File: config.mk
export PLATFORM = sky130hd
export DESIGN_NAME = sdr_receiver
export DESIGN_NICKNAME = d
export VERILOG_FILES = /design/src/rtl/sdr_pkg.sv /design/src/rtl/sdr_sync.sv /design/src/rtl/sdr_sentinel_shift.sv /design/src/rtl/sdr_timeout.sv /design/src/rtl/sdr_receiver.sv
export SDC_FILE = /design/constraint.sdc
export NUM_CORES = 1
export LEC_CHECK = 0
export BUFFER_PORTS_ARGS = -buffer_cell sky130_fd_sc_hd__buf_2
export CORE_AREA = 4 4 73 88
export CTS_BUF_LIST = sky130_fd_sc_hd__clkbuf_16
export DETAILED_ROUTE_END_ITERATION = 6
export DIE_AREA = 0 0 77 92
export SYNTH_ARGS = -nofsm -noshare
export SYNTH_HDL_FRONTEND = slang
export SYNTH_SLANG_ARGS = --single-unit
File: constraint.sdc
create_clock -name clk -period 9.7 [get_ports clk]
set_clock_uncertainty 0.05 [all_clocks]
set_input_delay 0.97 -clock clk [delete_from_list [all_inputs] [get_ports clk]]
set_output_delay 0.97 -clock clk [all_outputs]
set_load 0.005 [all_outputs]
File: src/rtl/sdr_pkg.sv
package sdr_pkg;
  typedef enum logic {
    RX_IDLE   = 1'b0,
    RX_ACTIVE = 1'b1
  } rx_state_e;
endpackage

File: src/rtl/sdr_sync.sv
module sdr_sync #(
  parameter int W      = 1,
  parameter int STAGES = 2
) (
  input  logic         clk,
  input  logic         rst_n,
  input  logic [W-1:0] d_i,
  output logic [W-1:0] q_o
);
  logic [W-1:0] chain_q [STAGES];

  always_ff @(posedge clk) begin
    if (!rst_n) begin
      for (int s = 0; s < STAGES; s++) chain_q[s] <= '0;
    end else begin
      chain_q[0] <= d_i;
      for (int s = 1; s < STAGES; s++) chain_q[s] <= chain_q[s-1];
    end
  end

  assign q_o = chain_q[STAGES-1];
endmodule

File: src/rtl/sdr_sentinel_shift.sv
module sdr_sentinel_shift #(
  parameter int SYM_W = 5
) (
  input  logic             clk,
  input  logic             rst_n,
  input  logic             load_i,
  input  logic             shift_i,
  input  logic             bit_i,
  output logic [SYM_W-1:0] sym_o,
  output logic             full_o
);
  logic [SYM_W:0] acc_q;
  logic [SYM_W:0] acc_nxt;
  localparam logic [SYM_W:0] SEED = (SYM_W+1)'(1);

  assign acc_nxt = {acc_q[SYM_W-1:0], bit_i};
  assign sym_o   = acc_nxt[SYM_W-1:0];
  assign full_o  = shift_i & acc_nxt[SYM_W];

  always_ff @(posedge clk) begin
    if (!rst_n)        acc_q <= SEED;
    else if (load_i)   acc_q <= SEED;
    else if (shift_i)  acc_q <= acc_nxt[SYM_W] ? SEED : acc_nxt;
  end
endmodule

File: src/rtl/sdr_timeout.sv
module sdr_timeout #(
  parameter int LIMIT = 2048
) (
  input  logic clk,
  input  logic rst_n,
  input  logic run_i,
  input  logic restart_i,
  output logic expired_o
);
  localparam int CW = $clog2(LIMIT + 1);
  localparam logic [CW-1:0] LAST = CW'(LIMIT - 1);
  logic [CW-1:0] cnt_q;

  always_ff @(posedge clk) begin
    if (!rst_n)                   cnt_q <= '0;
    else if (!run_i || restart_i) cnt_q <= '0;
    else if (cnt_q != LAST)       cnt_q <= cnt_q + 1'b1;
  end

  assign expired_o = run_i && !restart_i && (cnt_q == LAST);
endmodule

File: src/rtl/sdr_receiver.sv
module sdr_receiver
  import sdr_pkg::*;
#(
  parameter int          SYM_W       = 5,
  parameter int          NUM_DIGITS  = 4,
  parameter int          TIMEOUT_CYC = 2048,
  parameter int          SYNC_STAGES = 2,
  parameter logic [4:0]  ERR_CODE    = 5'h0C
) (
  input  logic                         clk,
  input  logic                         rst_n,
  input  logic                         strobe_i,
  input  logic                         data_i,
  output logic [SYM_W*NUM_DIGITS-1:0]  digits_o,
  output logic                         active_o,
  output logic                         done_o
);
  localparam int DW = SYM_W * NUM_DIGITS;
  localparam int IW = $clog2(NUM_DIGITS + 1);

  rx_state_e        state_q;
  logic [IW-1:0]    left_q;
  logic             done_q;
  logic [SYM_W-1:0] digit_q [NUM_DIGITS];

  logic strobe_s, data_s, strobe_prev_q, strobe_edge;
  logic sym_full, tmo_hit;
  logic [SYM_W-1:0] sym_val, sum_val;

  sdr_sync #(.W(2), .STAGES(SYNC_STAGES)) u_sync (
    .clk(clk), .rst_n(rst_n),
    .d_i({strobe_i, data_i}), .q_o({strobe_s, data_s})
  );

  always_ff @(posedge clk) begin
    if (!rst_n) strobe_prev_q <= 1'b0;
    else        strobe_prev_q <= strobe_s;
  end
  assign strobe_edge = strobe_s & ~strobe_prev_q;

  sdr_sentinel_shift #(.SYM_W(SYM_W)) u_shift (
    .clk(clk), .rst_n(rst_n),
    .load_i(state_q == RX_IDLE && strobe_edge),
    .shift_i(state_q == RX_ACTIVE && strobe_edge),
    .bit_i(data_s), .sym_o(sym_val), .full_o(sym_full)
  );

  sdr_timeout #(.LIMIT(TIMEOUT_CYC)) u_tmo (
    .clk(clk), .rst_n(rst_n),
    .run_i(state_q == RX_ACTIVE), .restart_i(strobe_edge),
    .expired_o(tmo_hit)
  );

  always_comb begin
    sum_val = '0;
    for (int i = 0; i < NUM_DIGITS; i++) sum_val = sum_val + digit_q[i];
  end

  always_ff @(posedge clk) begin
    if (!rst_n) begin
      state_q <= RX_IDLE;
      left_q  <= '0;
      done_q  <= 1'b0;
      for (int i = 0; i < NUM_DIGITS; i++) digit_q[i] <= '0;
    end else begin
      done_q <= 1'b0;
      case (state_q)
        RX_IDLE: begin
          if (strobe_edge) begin
            state_q <= RX_ACTIVE;
            left_q  <= IW'(NUM_DIGITS);
          end
        end
        default: begin
          if (sym_full) begin
            if (left_q != '0) begin
              for (int i = 0; i < NUM_DIGITS; i++)
                if (IW'(i + 1) == left_q) digit_q[i] <= sym_val;
              left_q <= left_q - 1'b1;
            end else begin
              state_q <= RX_IDLE;
              done_q  <= 1'b1;
              if (sym_val != sum_val)
                for (int i = 0; i < NUM_DIGITS; i++) digit_q[i] <= SYM_W'(ERR_CODE);
            end
          end else if (tmo_hit) begin
            state_q <= RX_IDLE;
            done_q  <= 1'b1;
            for (int i = 0; i < NUM_DIGITS; i++) digit_q[i] <= SYM_W'(ERR_CODE);
          end
        end
      endcase
    end
  end

  for (genvar g = 0; g < NUM_DIGITS; g++) begin : g_pack
    assign digits_o[g*SYM_W +: SYM_W] = digit_q[g];
  end

  assign active_o = (state_q == RX_ACTIVE);
  assign done_o   = done_q;
endmodule

## After elaboration in Yosys (flattened, before gate mapping)

Memories as Yosys holds them, arrays and structs flattened.
Index checks and enable logic that the tools add are counted.
W data, S select, Z words.

| operators by class | value |
|---|---|
| $add $sub $neg | 5 |
| multiply operators | 0 |
| div/mod/pow operators | 0 |
| order comparisons | 0 |
| equal/unequal tests | 9 |
| shift-type cells | 0 |
| muxes and demuxes | 63 |
| bitwise logic cells | 19 |
| reductions and logical operators | 13 |

Operators with widths:

| operator | count |
|---|---|
| $mux W5 | 13 |
| $mux W1 | 44 |
| $add A5 B5 Y5 | 3 |
| $or A1 B1 Y1 | 14 |
| $add A12 B1 Y12 const B | 1 |
| $eq A12 B11 Y1 const B | 1 |
| $mux W3 | 4 |
| $ne A12 B11 Y1 const B | 1 |
| $eq A2 B3 Y1 const A | 2 |
| $ne A5 B5 Y1 | 1 |
| $logic_and A1 B1 Y1 | 4 |
| $mux W2 | 2 |
| $ne A2 B1 Y1 const B | 2 |
| $reduce_or A2 Y1 | 2 |
| $eq A1 B3 Y1 const A | 1 |
| $eq A3 B3 Y1 const A | 1 |
| $not A1 Y1 | 3 |
| $reduce_and A3 Y1 | 1 |
| $reduce_bool A3 Y1 | 1 |
| $sub A3 B1 Y3 const B | 1 |
| $and A1 B1 Y1 | 2 |
| $logic_not A1 Y1 | 2 |
| $reduce_and A2 Y1 | 1 |
| $reduce_bool A2 Y1 | 1 |
| $logic_or A1 B1 Y1 | 1 |

| word-level totals | value |
|---|---|
| flip-flop bits (word level) | 23 |
| bits in latches | 0 |
| memory bits (writable) | 24 |
| bits in read-only memories | 0 |
| bits of input ports | 4 |
| logic and storage cells | 117 |
| memories kept | 2 |

Memory list:

| memory | words | width | rd ports | clocked after memory_dff | wr ports | RTL line | text |
|---|---|---|---|---|---|---|---|
| digit_q | 4 | 5 | 4 | 0 | 4 | sdr_receiver.sv:24 | `logic [SYM_W-1:0] digit_q [NUM_DIGITS];` |
| u_sync.chain_q | 2 | 2 | 2 | 0 | 2 | sdr_sync.sv:10 | `logic [W-1:0] chain_q [STAGES];` |

## Logic depth before layout (Yosys ltp)

Gate-level depths: netlist of run 1.
An unclocked memory read counts as a cell.

| depth | value |
|---|---|
| depth after elaboration | 13 |
| gate-level depth with buffers | 12 |
| depth with buffers taken out | 11 |

## Cells and area by module

From an unflattened synthesis of run 1, not the netlist that was laid out.

| unflattened totals | value |
|---|---|
| cell total of the unflattened synthesis | 268 |
| area total of the unflattened synthesis | 2585.0 µm² |

By module, submodules not included:

| module | times used | cells an instance | area an instance (µm²) | sequential area each (µm²) |
|---|---|---|---|---|
| sdr_receiver | 1 | 164 | 1602.8 | 520.5 |
| sdr_timeout | 1 | 66 | 596.8 | 240.2 |
| sdr_sentinel_shift | 1 | 28 | 265.3 | 100.1 |
| sdr_sync | 1 | 10 | 120.1 | 80.1 |

## Worst setup path before layout of run 1

OpenSTA, ideal clock, no wires.

| timing path | value |
|---|---|
| path kind | register to register |
| from | memory digit_q[1][1] |
| to | memory digit_q[2][1] |
| arrival | 2.976 ns |
| slack | 6.614 ns |
| cell stages (with the launch flop) | 13 |
| path buffers | 1 |
| period minus slack after synthesis | 3.086 ns |
| cells stage by stage | dfxtp_1 > fa_1 > inv_1 > fa_1 > inv_1 > ha_1 > fa_1 > xor2_1 > nor3_1 > nand3_2 > a21oi_4 > buf_6 > a41o_1 |

RTL lines:

| item | RTL line |
|---|---|
| start: declaration | sdr_receiver.sv:24 |

==> results.txt, run 1 <==
----------------------------------------------------
[Drt]
  Detailed-route vias per instance ... 5.233
  Total Wirelength ... 4883 µm
  Routed WL per cell ... 13.87 µm
  Number of routed nets with antenna violations ... 0
  First DRT Iteration DRCs ... 134
  Number of design rule violations left after detail routing ... 0
  First drt pass iteration count ... 4
  Via count ... 1842

[Worst setup path]
  Critical path data required time ... 9.81 ns
  Crit end category ... flip-flop
  Worst Path Class, Setup ... flip-flop to flip-flop
  Maximum net fanout on the critical path ... 12
  R2R setup slack ... 6.43 ns
  Worst Path Arrival ... 3.38 ns
  Worst Setup Start Kind ... flip-flop
  RR Endpoint ... digit_q[0][2]$_SDFFE_PP1P_
  Number of cells traversed by the worst register-to-register path ... 11
  Worst reg2reg startpoint ... digit_q[1][1]$_SDFFE_PP0P_

[Floorplanning]
  Die extent in x ... 77 µm
  Starting density of the core ... 0.4365
  Area of the core ... 5593 µm²
  Ports placed on the boundary ... 26
  DIE AREA ... 7084 µm²
  Placement Rows ... 30
  Die height ... 92 µm

[STA]
  Min cycle time layout ... 3.274 ns
  Hold violation count in the final report ... 0
  Max_slew headroom ... 0.4344
  Final slew viol count ... 0
  RSZ-0062 raised after global routing ... false
  Accumulated negative setup slack ... 0 ns
  Maximum clock rate ... 0.3054 GHz
  Total setup violations reported at the end of the flow ... 0
  Slew of the pin with the lowest slew margin ... 0.8420 ns
  Post-route clock period utilization ... 0.3375

[Synth]
  Portion of the post-synthesis area used by sequential elements ... 0.3854
  Total nets after synthesis ... 286
  Cell count after synthesis ... 264
  Count of unique library cells instantiated by Yosys ... 39
  Yosys reg bits ... 47
  Warnings, synthesis ... 0
  Post-synthesis average cell area ... 9.247 µm²
  Area of the mapped netlist ... 2441 µm²

[Min path]
  Hold Path Depth ... 1
  Hold Path Origin ... u_sync.chain_q[0][1]$_SDFF_PN0_
  Class of the worst hold path ... flip-flop to flip-flop
  Sink of the worst hold path ... u_sync.chain_q[0][3]$_SDFF_PN0_

[Final layout]
  Syn-to-layout area delta ... 13.43%
  Sequential cell area in the final layout ... 940.9 µm²
  Layout cell share with drive strength beyond 1 ... 0.1424
  Total area of multi-input combinational cells ... 1373 µm²
  Layout filler cell count ... 550
  Layout Nets ... 309
  Diodes inserted ... 0

[Global routing]
  Initial antenna violation count ... 0
  Via count of the first global-routing pass ... 1810
  Global-route wire length before repair ... 8742 µm
  Total global routing track utilization ... 0.1531
  Largest net degree at the start of global routing ... 43
  Remaining global-route overflow ... 0

[CTS]
  Clock tree from TritonCTS ... yes
  Level count of the clock H-tree ... 2
  Total clock buffers created by CTS ... 5
  Deepest clock path buffer count ... 2
  Clock latency reported for the late side of the worst-skew pair ... 0.29 ns
  Clock sink count ... 47
  Post-cts gate resize count ... 0
  CTS Hold Buffers Added ... 0
  Setup Fix Bufs, Post-CTS ... 0
  Clock-pin slew on the worst setup and hold paths ... 0.07 ns
  Buffer type at the clock tree root ... clkbuf_16

[Placed design]
  Final weighted congestion in routability-driven placement ... 0.7697
  Number of buffer cells added on primary ports ... 25
  Detail Placement HPWL ... 3637 µm

[Pwr]
  Worst IR drop on VDD ... 0.09560 mV
  Static power due to leakage ... 1.283 nW
  Power after layout ... 0.4021 mW
  Cell Pwr Density ... 145.2 nW/µm²

[Status]
  Run status ... completed

[Run]
  MaxCap Viol Count ... 0

----------------------------------------------------
[kinds of logic after synthesis]
logic type      after synthesis  share of synthesized area
fa+ha+maj                    18                     0.1169
xor+xnor                     16                    0.06612
buf+inv                      30                    0.05228
compound gates               47                     0.1338
flops                        47                     0.3854
simple gates                 94                     0.1948
mux                          12                    0.05074
[layer usage]
layer	GRT usage	part of all wire	vias to the layer above
met1	0.1957	0.47	850
met5	0	0	-
met4	0.05786	0.021	0
li1	-	-	949
met3	0.03438	0.038	9
met2	0.2515	0.48	34
[area by class of cell]
cell class                      count  area share
Clock inverter                      3     0.01672
Multi-Input combinational cell    187      0.4957
Sequential cell                    47      0.3398
Timing Repair Buffer               25     0.04519
Tap cell                           64     0.02892
Clock buffer                        5     0.04519
Inverter                           21     0.02847
[stage by stage]
step | worst slack [ns] | hold slack (ns) | util | instance area (µm²) | std cells
after floorplan | 6.614 | 0.3619 | - | 2441 | 264
after global placement | 6.468 | 0.3656 | 0.4644 | 2597 | 344
after detailed placement | 6.410 | 0.3720 | 0.4644 | 2597 | 344
after CTS | 6.399 | 0.3891 | 0.4951 | 2769 | 352
after global routing | 6.134 | 0.4053 | 0.4951 | 2769 | 352
final | 6.426 | 0.3831 | 0.4951 | 2769 | 352
[sequential cells by signal, summed over array words and instances (netlist names)]
| signal | count |
|---|---|
| active_o | 1 |
| digit_q | 20 |
| done_o | 1 |
| left_q | 3 |
| strobe_prev_q | 1 |
| u_shift.acc_q | 5 |
| u_sync.chain_q | 4 |
| u_tmo.cnt_q | 12 |
[report_power, final]
part           switching [mW]  internal [mW]
clock network          0.0752          0.122
logic                 0.00518        0.00322
registers             0.00159          0.194
[cells in the mapped netlist]
cell	n	area, µm²
dfxtp_1	47	940.9
inv_1	21	78.83
nor2_1	20	75.07
nand2_1	17	63.81
nand3_1	15	75.07
o21ai_0	11	55.05
ha_1	10	125.1
nor3_1	10	50.05
mux2i_1	9	90.09
a21oi_1	8	40.04
fa_1	8	160.2
xor2_1	8	70.07
a21boi_0	7	52.55
and3_1	7	43.79
clkbuf_1	7	26.28
nor2b_1	7	43.79
nand4_1	6	37.54
xnor2_1	6	52.55
and2_1	5	31.28
a22oi_1	4	30.03
a31oi_1	4	25.02
a41o_1	3	30.03
mux2_2	3	33.78
o211a_1	3	30.03
buf_6	2	22.52
nand2b_1	2	12.51
nand3b_1	2	15.01
a211oi_1	1	7.510
a21o_1	1	7.510
a21oi_4	1	16.27
a22o_1	1	8.760
nand3_2	1	10.01
nor3_2	1	10.01
nor3b_1	1	7.510
o21a_1	1	7.510
o21ai_2	1	8.760
o31ai_1	1	7.510
xnor2_2	1	16.27
xnor3_1	1	22.52
[layout by cell type (no fill, tap or decap), types with 2 or more instances in the layout]
| master | Yosys | layout |
|---|---|---|
| dfxtp_1 | 47 | 47 |
| buf_2 | 0 | 25 |
| inv_1 | 21 | 21 |
| nor2_1 | 20 | 20 |
| nand2_1 | 17 | 17 |
| nand3_1 | 15 | 15 |
| o21ai_0 | 11 | 11 |
| nor3_1 | 10 | 10 |
| ha_1 | 10 | 10 |
| mux2i_1 | 9 | 9 |
| xor2_1 | 8 | 8 |
| a21oi_1 | 8 | 8 |
| fa_1 | 8 | 8 |
| and3_1 | 7 | 7 |
| a21boi_0 | 7 | 7 |
| nor2b_1 | 7 | 7 |
| nand4_1 | 6 | 6 |
| xnor2_1 | 6 | 6 |
| and2_1 | 5 | 5 |
| clkbuf_16 | 0 | 5 |
| a31oi_1 | 4 | 4 |
| a22oi_1 | 4 | 4 |
| o211a_1 | 3 | 3 |
| a41o_1 | 3 | 3 |
| mux2_2 | 3 | 3 |
| nand3b_1 | 2 | 2 |
| nand2b_1 | 2 | 2 |
[worst max path at each step]
stage / startpoint / end / slack, ns / cells past startpoint
CTS: digit_q[1][1]$_SDFFE_PP0P_ / digit_q[0][2]$_SDFFE_PP1P_ / 6.40 / 11
global route: digit_q[1][1]$_SDFFE_PP0P_ / digit_q[0][2]$_SDFFE_PP1P_ / 6.13 / 11
finish: digit_q[1][1]$_SDFFE_PP0P_ / digit_q[0][2]$_SDFFE_PP1P_ / 6.43 / 11
global placement: digit_q[1][1]$_SDFFE_PP0P_ / digit_q[3][3]$_SDFFE_PP1P_ / 6.47 / 11
detailed placement: digit_q[1][1]$_SDFFE_PP0P_ / digit_q[0][2]$_SDFFE_PP1P_ / 6.41 / 11
floorplan: digit_q[1][1]$_SDFFE_PP0P_ / digit_q[2][1]$_SDFFE_PP0P_ / 6.61 / 12
[worst max-delay path, cell delays in order, from the launching register on]
cell	delay [ns]
dfxtp_1	0.34
fa_1	0.54
inv_1	0.05
fa_1	0.49
inv_1	0.04
ha_1	0.21
fa_1	0.46
xor2_1	0.15
nor3_1	0.18
nand3_2	0.17
a21oi_4	0.31
a21boi_0	0.14
(Power assumes the default switching activity.)
==> run 2, diff against run 1 <==
==> constraint.sdc (replaced) <==
create_clock -name clk -period 2.75 [get_ports clk]
set_clock_uncertainty 0.05 [all_clocks]
set_input_delay 0.275 -clock clk [delete_from_list [all_inputs] [get_ports clk]]
set_output_delay 0.275 -clock clk [all_outputs]
set_load 0.005 [all_outputs]
==> run 2 against run 1 <==
The run now ends with negative setup slack left. Sequential cell count is the same. Worst setup slack lost 6.8 ns. Non-clock buffer count up 17. Clock power increased to 3.9 times the previous value. Sequential power grew to 3.5 times the previous value. Final area up 8.1%. Global-route usage rose by 0.30 points. Sequential share of layout area fell by 2.5 points. Critical path depth is 1 higher. Clock-buffer cell count stayed put. Largest power group unchanged. Highest routed layer unchanged.
==> results.txt, run 2 (synthesis results as in run 1) <==
----------------------------------------------------
[Status]
  Run status ... complete, but fails checks
  Violations in the final reports ... negative setup slack

[Pwr]
  Sequential group share of total power ... 0.463
  Switching Fraction ... 0.1857
  Net switching component of the power ... 0.2773 mW
  Clock network power share ... 0.515
  P_int ... 1.216 mW
  Static power due to leakage ... 1.390 nW
  Cell Pwr Density ... 498.8 nW/µm²
  Power after layout ... 1.494 mW
  Comb pwr share ... 0.022
  Worst IR drop on VDD ... 0.2800 mV

[Drt]
  Detailed-route vias per instance ... 5.081
  Number of routed nets with antenna violations ... 0
  First drt pass iteration count ... 4
  Total Wirelength ... 5275 µm
  First DRT Iteration DRCs ... 106
  Routed WL per cell ... 14.26 µm
  Via count ... 1880
  Number of design rule violations left after detail routing ... 0

[Worst setup path]
  Worst Path Class, Setup ... flip-flop to flip-flop
  Family with the most delay on the worst path ... adder cells
  Most used cell, CP ... fa_1
  Crit end category ... flip-flop
  Critical path data required time ... 2.93 ns
  Maximum net fanout on the critical path ... 6
  Critical path's slowest cell ... fa_1
  Total buffers and inverters traversed by the critical path ... 3
  Cell-by-cell listing of the critical path ... fa_1 -> inv_1 -> fa_1 -> inv_2 -> ha_4 -> fa_2 -> xor2_2 -> xnor2_2 -> nand3_2 -> buf_6 -> a21oi_4 -> and3_1
  Delay of the slowest cell on the worst path ... 0.53 ns
  Worst Path Arrival ... 3.27 ns
  Worst Setup Start Kind ... flip-flop

[Run]
  MaxCap Viol Count ... 0

[Final layout]
  Diodes inserted ... 0
  Register with the highest flop count ... digit_q
  Leading cell type in the layout, fill and taps excluded ... dfxtp_1
  Syn-to-layout area delta ... 22.65%
  Layout Nets ... 327
  Final standard cell utilization of the core ... 0.5353
  Finished layout cell area ... 2994 µm²
  Max FFs per register ... 20
  Leading cell types in the layout, fill and taps excluded ... dfxtp_1, buf_2, inv_1
  Layout cell share with drive strength beyond 1 ... 0.2190
  Leading registers by flop count ... digit_q: 20 flops, u_tmo.cnt_q: 12 flops, u_shift.acc_q: 5 flops

[STA]
  Slew of the pin with the lowest slew margin ... 0.5711 ns
  Post-route clock period utilization ... 1.125
  Final slew viol count ... 0
  Total setup violations reported at the end of the flow ... 20
  RSZ-0062 raised after global routing ... true
  Min cycle time layout ... 3.094 ns
  Accumulated negative setup slack ... -5.984 ns
  Min Hold Slack ... 0.1411 ns
  Hold violation count in the final report ... 0
  Final setup margin ... -0.3439 ns
  Max_slew headroom ... 0.6179
  Maximum clock rate ... 0.3232 GHz

[Placed design]
  Final weighted congestion in routability-driven placement ... 0.7983
  Area post-placement ... 2723 µm²
  Detail Placement HPWL ... 3904 µm
  Number of buffer cells added on primary ports ... 25

[Global routing]
  Largest net degree at the start of global routing ... 28
  Global-route wire length before repair ... 8866 µm
  Met3 demand-to-capacity share in global routing ... 0.03438
  Busiest grt layer ... met2
  Via count of the first global-routing pass ... 1856
  Initial antenna violation count ... 0
  Global routing usage on met2 ... 0.2733
  Total global routing track utilization ... 0.1561
  Remaining global-route overflow ... 0
  Met1 usage ... 0.1880

[Floorplanning]
  Area of the core ... 5593 µm²
  Die extent in x ... 77 µm
  Ports placed on the boundary ... 26
  Starting density of the core ... 0.4365
  Die height ... 92 µm
  DIE AREA ... 7084 µm²
  Placement Rows ... 30

[CTS]
  Total clock buffers created by CTS ... 5
  CTS Hold Buffers Added ... 0
  Clock tree from TritonCTS ... yes
  Clock-pin slew on the worst setup and hold paths ... 0.07 ns
  Clock sink count ... 47
  Buffer type at the clock tree root ... clkbuf_16
  Clock latency reported for the late side of the worst-skew pair ... 0.29 ns
  Level count of the clock H-tree ... 2
  Deepest clock path buffer count ... 2

[Min path]
  Class of the worst hold path ... primary input to flip-flop

----------------------------------------------------
run 2: cell count changes in the layout (fill, tap and decap cells not counted), sizes merged:
cell	previous run	this run
bufinv	1	2
a21oi	9	10
buf	25	42
clkinvlp	1	0
run 2: final cells by class:
cell class	instances	area [µm²]
well taps	64	80.08
repair buffers	42	256.5
inverters	21	78.83
flip-flops and latches	47	943.4
clock buffers	5	125.1
clock inverters	3	63.81
fillers	536	2599
multi-input cells	188	1446
run 2: metrics by stage:
step,std cells,setup slack (ns)
floorplan,264,-0.3324
global placement,360,-0.4651
detailed placement,360,-0.5731
CTS,370,-0.4265
global route,370,-0.4762
finish,370,-0.3439
run 2: power by group through the flow:
| stage | registers [mW] | clock network (mW) | logic [mW] |
|---|---|---|---|
| 3_3_place_gp | 0.707 | 0 | 0.0309 |
| 3_5_place_dp | 0.707 | 0 | 0.0314 |
| 4_1_cts | 0.692 | 0.790 | 0.0327 |
| 5_1_grt | 0.692 | 0.809 | 0.0374 |
| 6_report | 0.692 | 0.769 | 0.0323 |
| 2_1_floorplan | 0.706 | 0 | 0.0223 |
run 2: routing by layer:
layer  wire length [µm]  vias up
met5                  0        -
met4                 70        0
met3                174        5
met2               2639       19
met1               2391      866
li1                   -      990
run 2: timing repair:
item                       in CTS  in global routing
resized for setup              12                  6
pin swaps                      10                  8
setup endpoints to repair      20                 20
gates cloned                    1                  0
buffers inserted                1                  0
run 2: worst paths after layout:
kind / startpoint / end / slack, ns / cells after the start
setup / recovery: digit_q[3][1]$_SDFFE_PP0P_ / digit_q[3][4]$_SDFFE_PP0P_ / -0.34 / 12
hold / removal: strobe_i / u_sync.chain_q[0][1]$_SDFF_PN0_ / 0.14 / 2
setup reg to reg: digit_q[3][1]$_SDFFE_PP0P_ / digit_q[3][4]$_SDFFE_PP0P_ / -0.34 / 12
hold reg to reg: u_sync.chain_q[0][1]$_SDFF_PN0_ / u_sync.chain_q[0][3]$_SDFF_PN0_ / 0.39 / 1
==> run 3, diff against run 2 <==
--- a/config.mk
+++ b/config.mk
@@ -6,10 +6,12 @@
 export NUM_CORES = 1
 export LEC_CHECK = 0
 export BUFFER_PORTS_ARGS = -buffer_cell sky130_fd_sc_hd__buf_2
-export CORE_AREA = 4 4 73 88
+export CORE_AREA = 4 4 68 83
 export CTS_BUF_LIST = sky130_fd_sc_hd__clkbuf_16
 export DETAILED_ROUTE_END_ITERATION = 6
-export DIE_AREA = 0 0 77 92
+export DIE_AREA = 0 0 72 87
+export PLACE_DENSITY = 0.72
+export RECOVER_POWER = 100
 export SYNTH_ARGS = -nofsm -noshare
 export SYNTH_HDL_FRONTEND = slang
 export SYNTH_SLANG_ARGS = --single-unit
==> run 3 against run 2 <==
The flow still finishes with violations (negative setup slack). First-iteration DRC count grew 47%. Fmax is 2.3% lower. Die area decreased by 12%. Routed wire length down 1.1%. Sequential power is essentially flat.
==> results.txt, run 3 (synthesis results as in run 1) <==
----------------------------------------------------
[STA]
  Hold violation count in the final report ... 0
  Min Hold Slack ... 0.1481 ns
  Post-route clock period utilization ... 1.152
  RSZ-0062 raised after global routing ... true
  Final setup margin ... -0.4181 ns
  Total setup violations reported at the end of the flow ... 20
  Final slew viol count ... 0
  Maximum clock rate ... 0.3156 GHz
  Max_slew headroom ... 0.6063
  Slew of the pin with the lowest slew margin ... 0.5884 ns
  Min cycle time layout ... 3.168 ns

[Min path]
  Class of the worst hold path ... primary input to flip-flop

[Final layout]
  Leading registers by flop count ... digit_q: 20 flops, u_tmo.cnt_q: 12 flops, u_shift.acc_q: 5 flops
  Max FFs per register ... 20
  Diodes inserted ... 0
  Finished layout cell area ... 2927 µm²
  Layout Nets ... 329
  Final standard cell utilization of the core ... 0.6053
  Register with the highest flop count ... digit_q
  Sequential cell area in the final layout ... 943.4 µm²
  Layout cell share with drive strength beyond 1 ... 0.2208
  Leading cell types in the layout, fill and taps excluded ... dfxtp_1, buf_2, inv_1
  Syn-to-layout area delta ... 19.89%
  Leading cell type in the layout, fill and taps excluded ... dfxtp_1
  Layout filler cell count ... 429
  Non-Filler Instances ... 368
  Total area of multi-input combinational cells ... 1409 µm²

[Floorplanning]
  DIE AREA ... 6264 µm²
  Ports placed on the boundary ... 26
  Area of the core ... 4835 µm²
  Placement Rows ... 28
  Die height ... 87 µm
  Starting density of the core ... 0.5049
  Die extent in x ... 72 µm

[Global routing]
  Via count of the first global-routing pass ... 1908
  Remaining global-route overflow ... 0
  Largest net degree at the start of global routing ... 27
  Initial antenna violation count ... 0
  Global-route wire length before repair ... 8721 µm
  Total global routing track utilization ... 0.1748

[Worst setup path]
  Crit end category ... flip-flop
  Worst Setup Start Kind ... flip-flop
  Maximum net fanout on the critical path ... 7
  Critical path data required time ... 2.93 ns
  Worst Path Class, Setup ... flip-flop to flip-flop
  Worst Path Arrival ... 3.34 ns

[Drt]
  Number of routed nets with antenna violations ... 0
  Total Wirelength ... 5217 µm
  Detailed-route vias per instance ... 5.394
  Via count ... 1985
  Number of design rule violations left after detail routing ... 0
  First DRT Iteration DRCs ... 156
  First drt pass iteration count ... 4
  Routed WL per cell ... 14.18 µm

[Placed design]
  Area post-placement ... 2718 µm²
  Number of buffer cells added on primary ports ... 25
  Final weighted congestion in routability-driven placement ... 0.8400
  Detail Placement HPWL ... 3889 µm
  Placed Instances ... 356

[Pwr]
  Worst IR drop on VDD ... 0.3371 mV
  Cell Pwr Density ... 441.5 nW/µm²
  Power after layout ... 1.292 mW
  Static power due to leakage ... 1.384 nW

[CTS]
  CTS Hold Buffers Added ... 0
  Clock-pin slew on the worst setup and hold paths ... 0.06 ns
  Clock sink count ... 47
  Clock latency reported for the late side of the worst-skew pair ... 0.28 ns
  Level count of the clock H-tree ... 2
  Clock tree from TritonCTS ... yes
  Deepest clock path buffer count ... 2
  Buffer type at the clock tree root ... clkbuf_16
  Total clock buffers created by CTS ... 5

[Status]
  Violations in the final reports ... negative setup slack
  Run status ... complete, but fails checks

[Run]
  MaxCap Viol Count ... 0

----------------------------------------------------
[run 3: cell count changes in the layout (fill, tap and decap cells not counted), moves of 2 or more]
cell	change
a21boi_1	-6
bufinv_16	-2
inv_1	+2
a21boi_0	+2
a21boi_2	+4
buf_4	+2
[run 3: final cells by class]
cell class,instances,share of cell area
clock buffer,5,0.04275
inverter,21,0.02693
sequential,47,0.3224
tap,60,0.02565
clock inverter,3,0.004275
multi-input combinational,187,0.4814
timing repair buffer,45,0.09662
[run 3: worst max-delay path: stages (launching register included)]
cell and delay, ns:
dfxtp_2 0.33, fa_1 0.53, inv_1 0.05, fa_1 0.47, inv_1 0.04, ha_2 0.17, fa_1 0.38, xor2_1 0.18
xnor2_1 0.20, nand3_2 0.21, a21oi_4 0.20, buf_6 0.14, a41o_1 0.16
[run 3: worst paths after layout]
check	cells past startpoint	to	startpoint	slack, ns
max reg2reg	12	digit_q[2][0]$_SDFFE_PP0P_	digit_q[3][1]$_SDFFE_PP0P_	-0.42
min reg2reg	1	u_sync.chain_q[0][2]$_SDFF_PN0_	u_sync.chain_q[0][0]$_SDFF_PN0_	0.38
max	12	digit_q[2][0]$_SDFFE_PP0P_	digit_q[3][1]$_SDFFE_PP0P_	-0.42
min	2	u_sync.chain_q[0][0]$_SDFF_PN0_	data_i	0.15
[run 3: routing by layer]
| layer | track usage | vias to the layer above | wire length, µm |
|---|---|---|---|
| met3 | 0.03580 | 10 | 183 |
| met4 | 0.05812 | 0 | 106 |
| met5 | 0 | - | 0 |
| li1 | - | 991 | - |
| met1 | 0.1980 | 950 | 2274 |
| met2 | 0.3227 | 34 | 2653 |
[run 3: stage by stage]
| step | TNS, ns | setup WS (ns) |
|---|---|---|
| 2_1_floorplan | -5.578 | -0.3324 |
| 3_3_place_gp | -8.200 | -0.4619 |
| 3_5_place_dp | -9.755 | -0.5530 |
| 4_1_cts | -7.606 | -0.4167 |
| 5_1_grt | -9.207 | -0.5140 |
| 6_report | -7.213 | -0.4181 |
[run 3: repair_timing]
item	CTS	global route
endpoints found under the setup margin	20	20
pin swaps	5	1
setup buffers	3	1
gates resized for setup	9	5
cloned	0	0
[run 3: power breakdown]
part,internal (mW),switching (mW)
clock network,0.328,0.240
logic,0.0129,0.0195
registers,0.686,0.00553
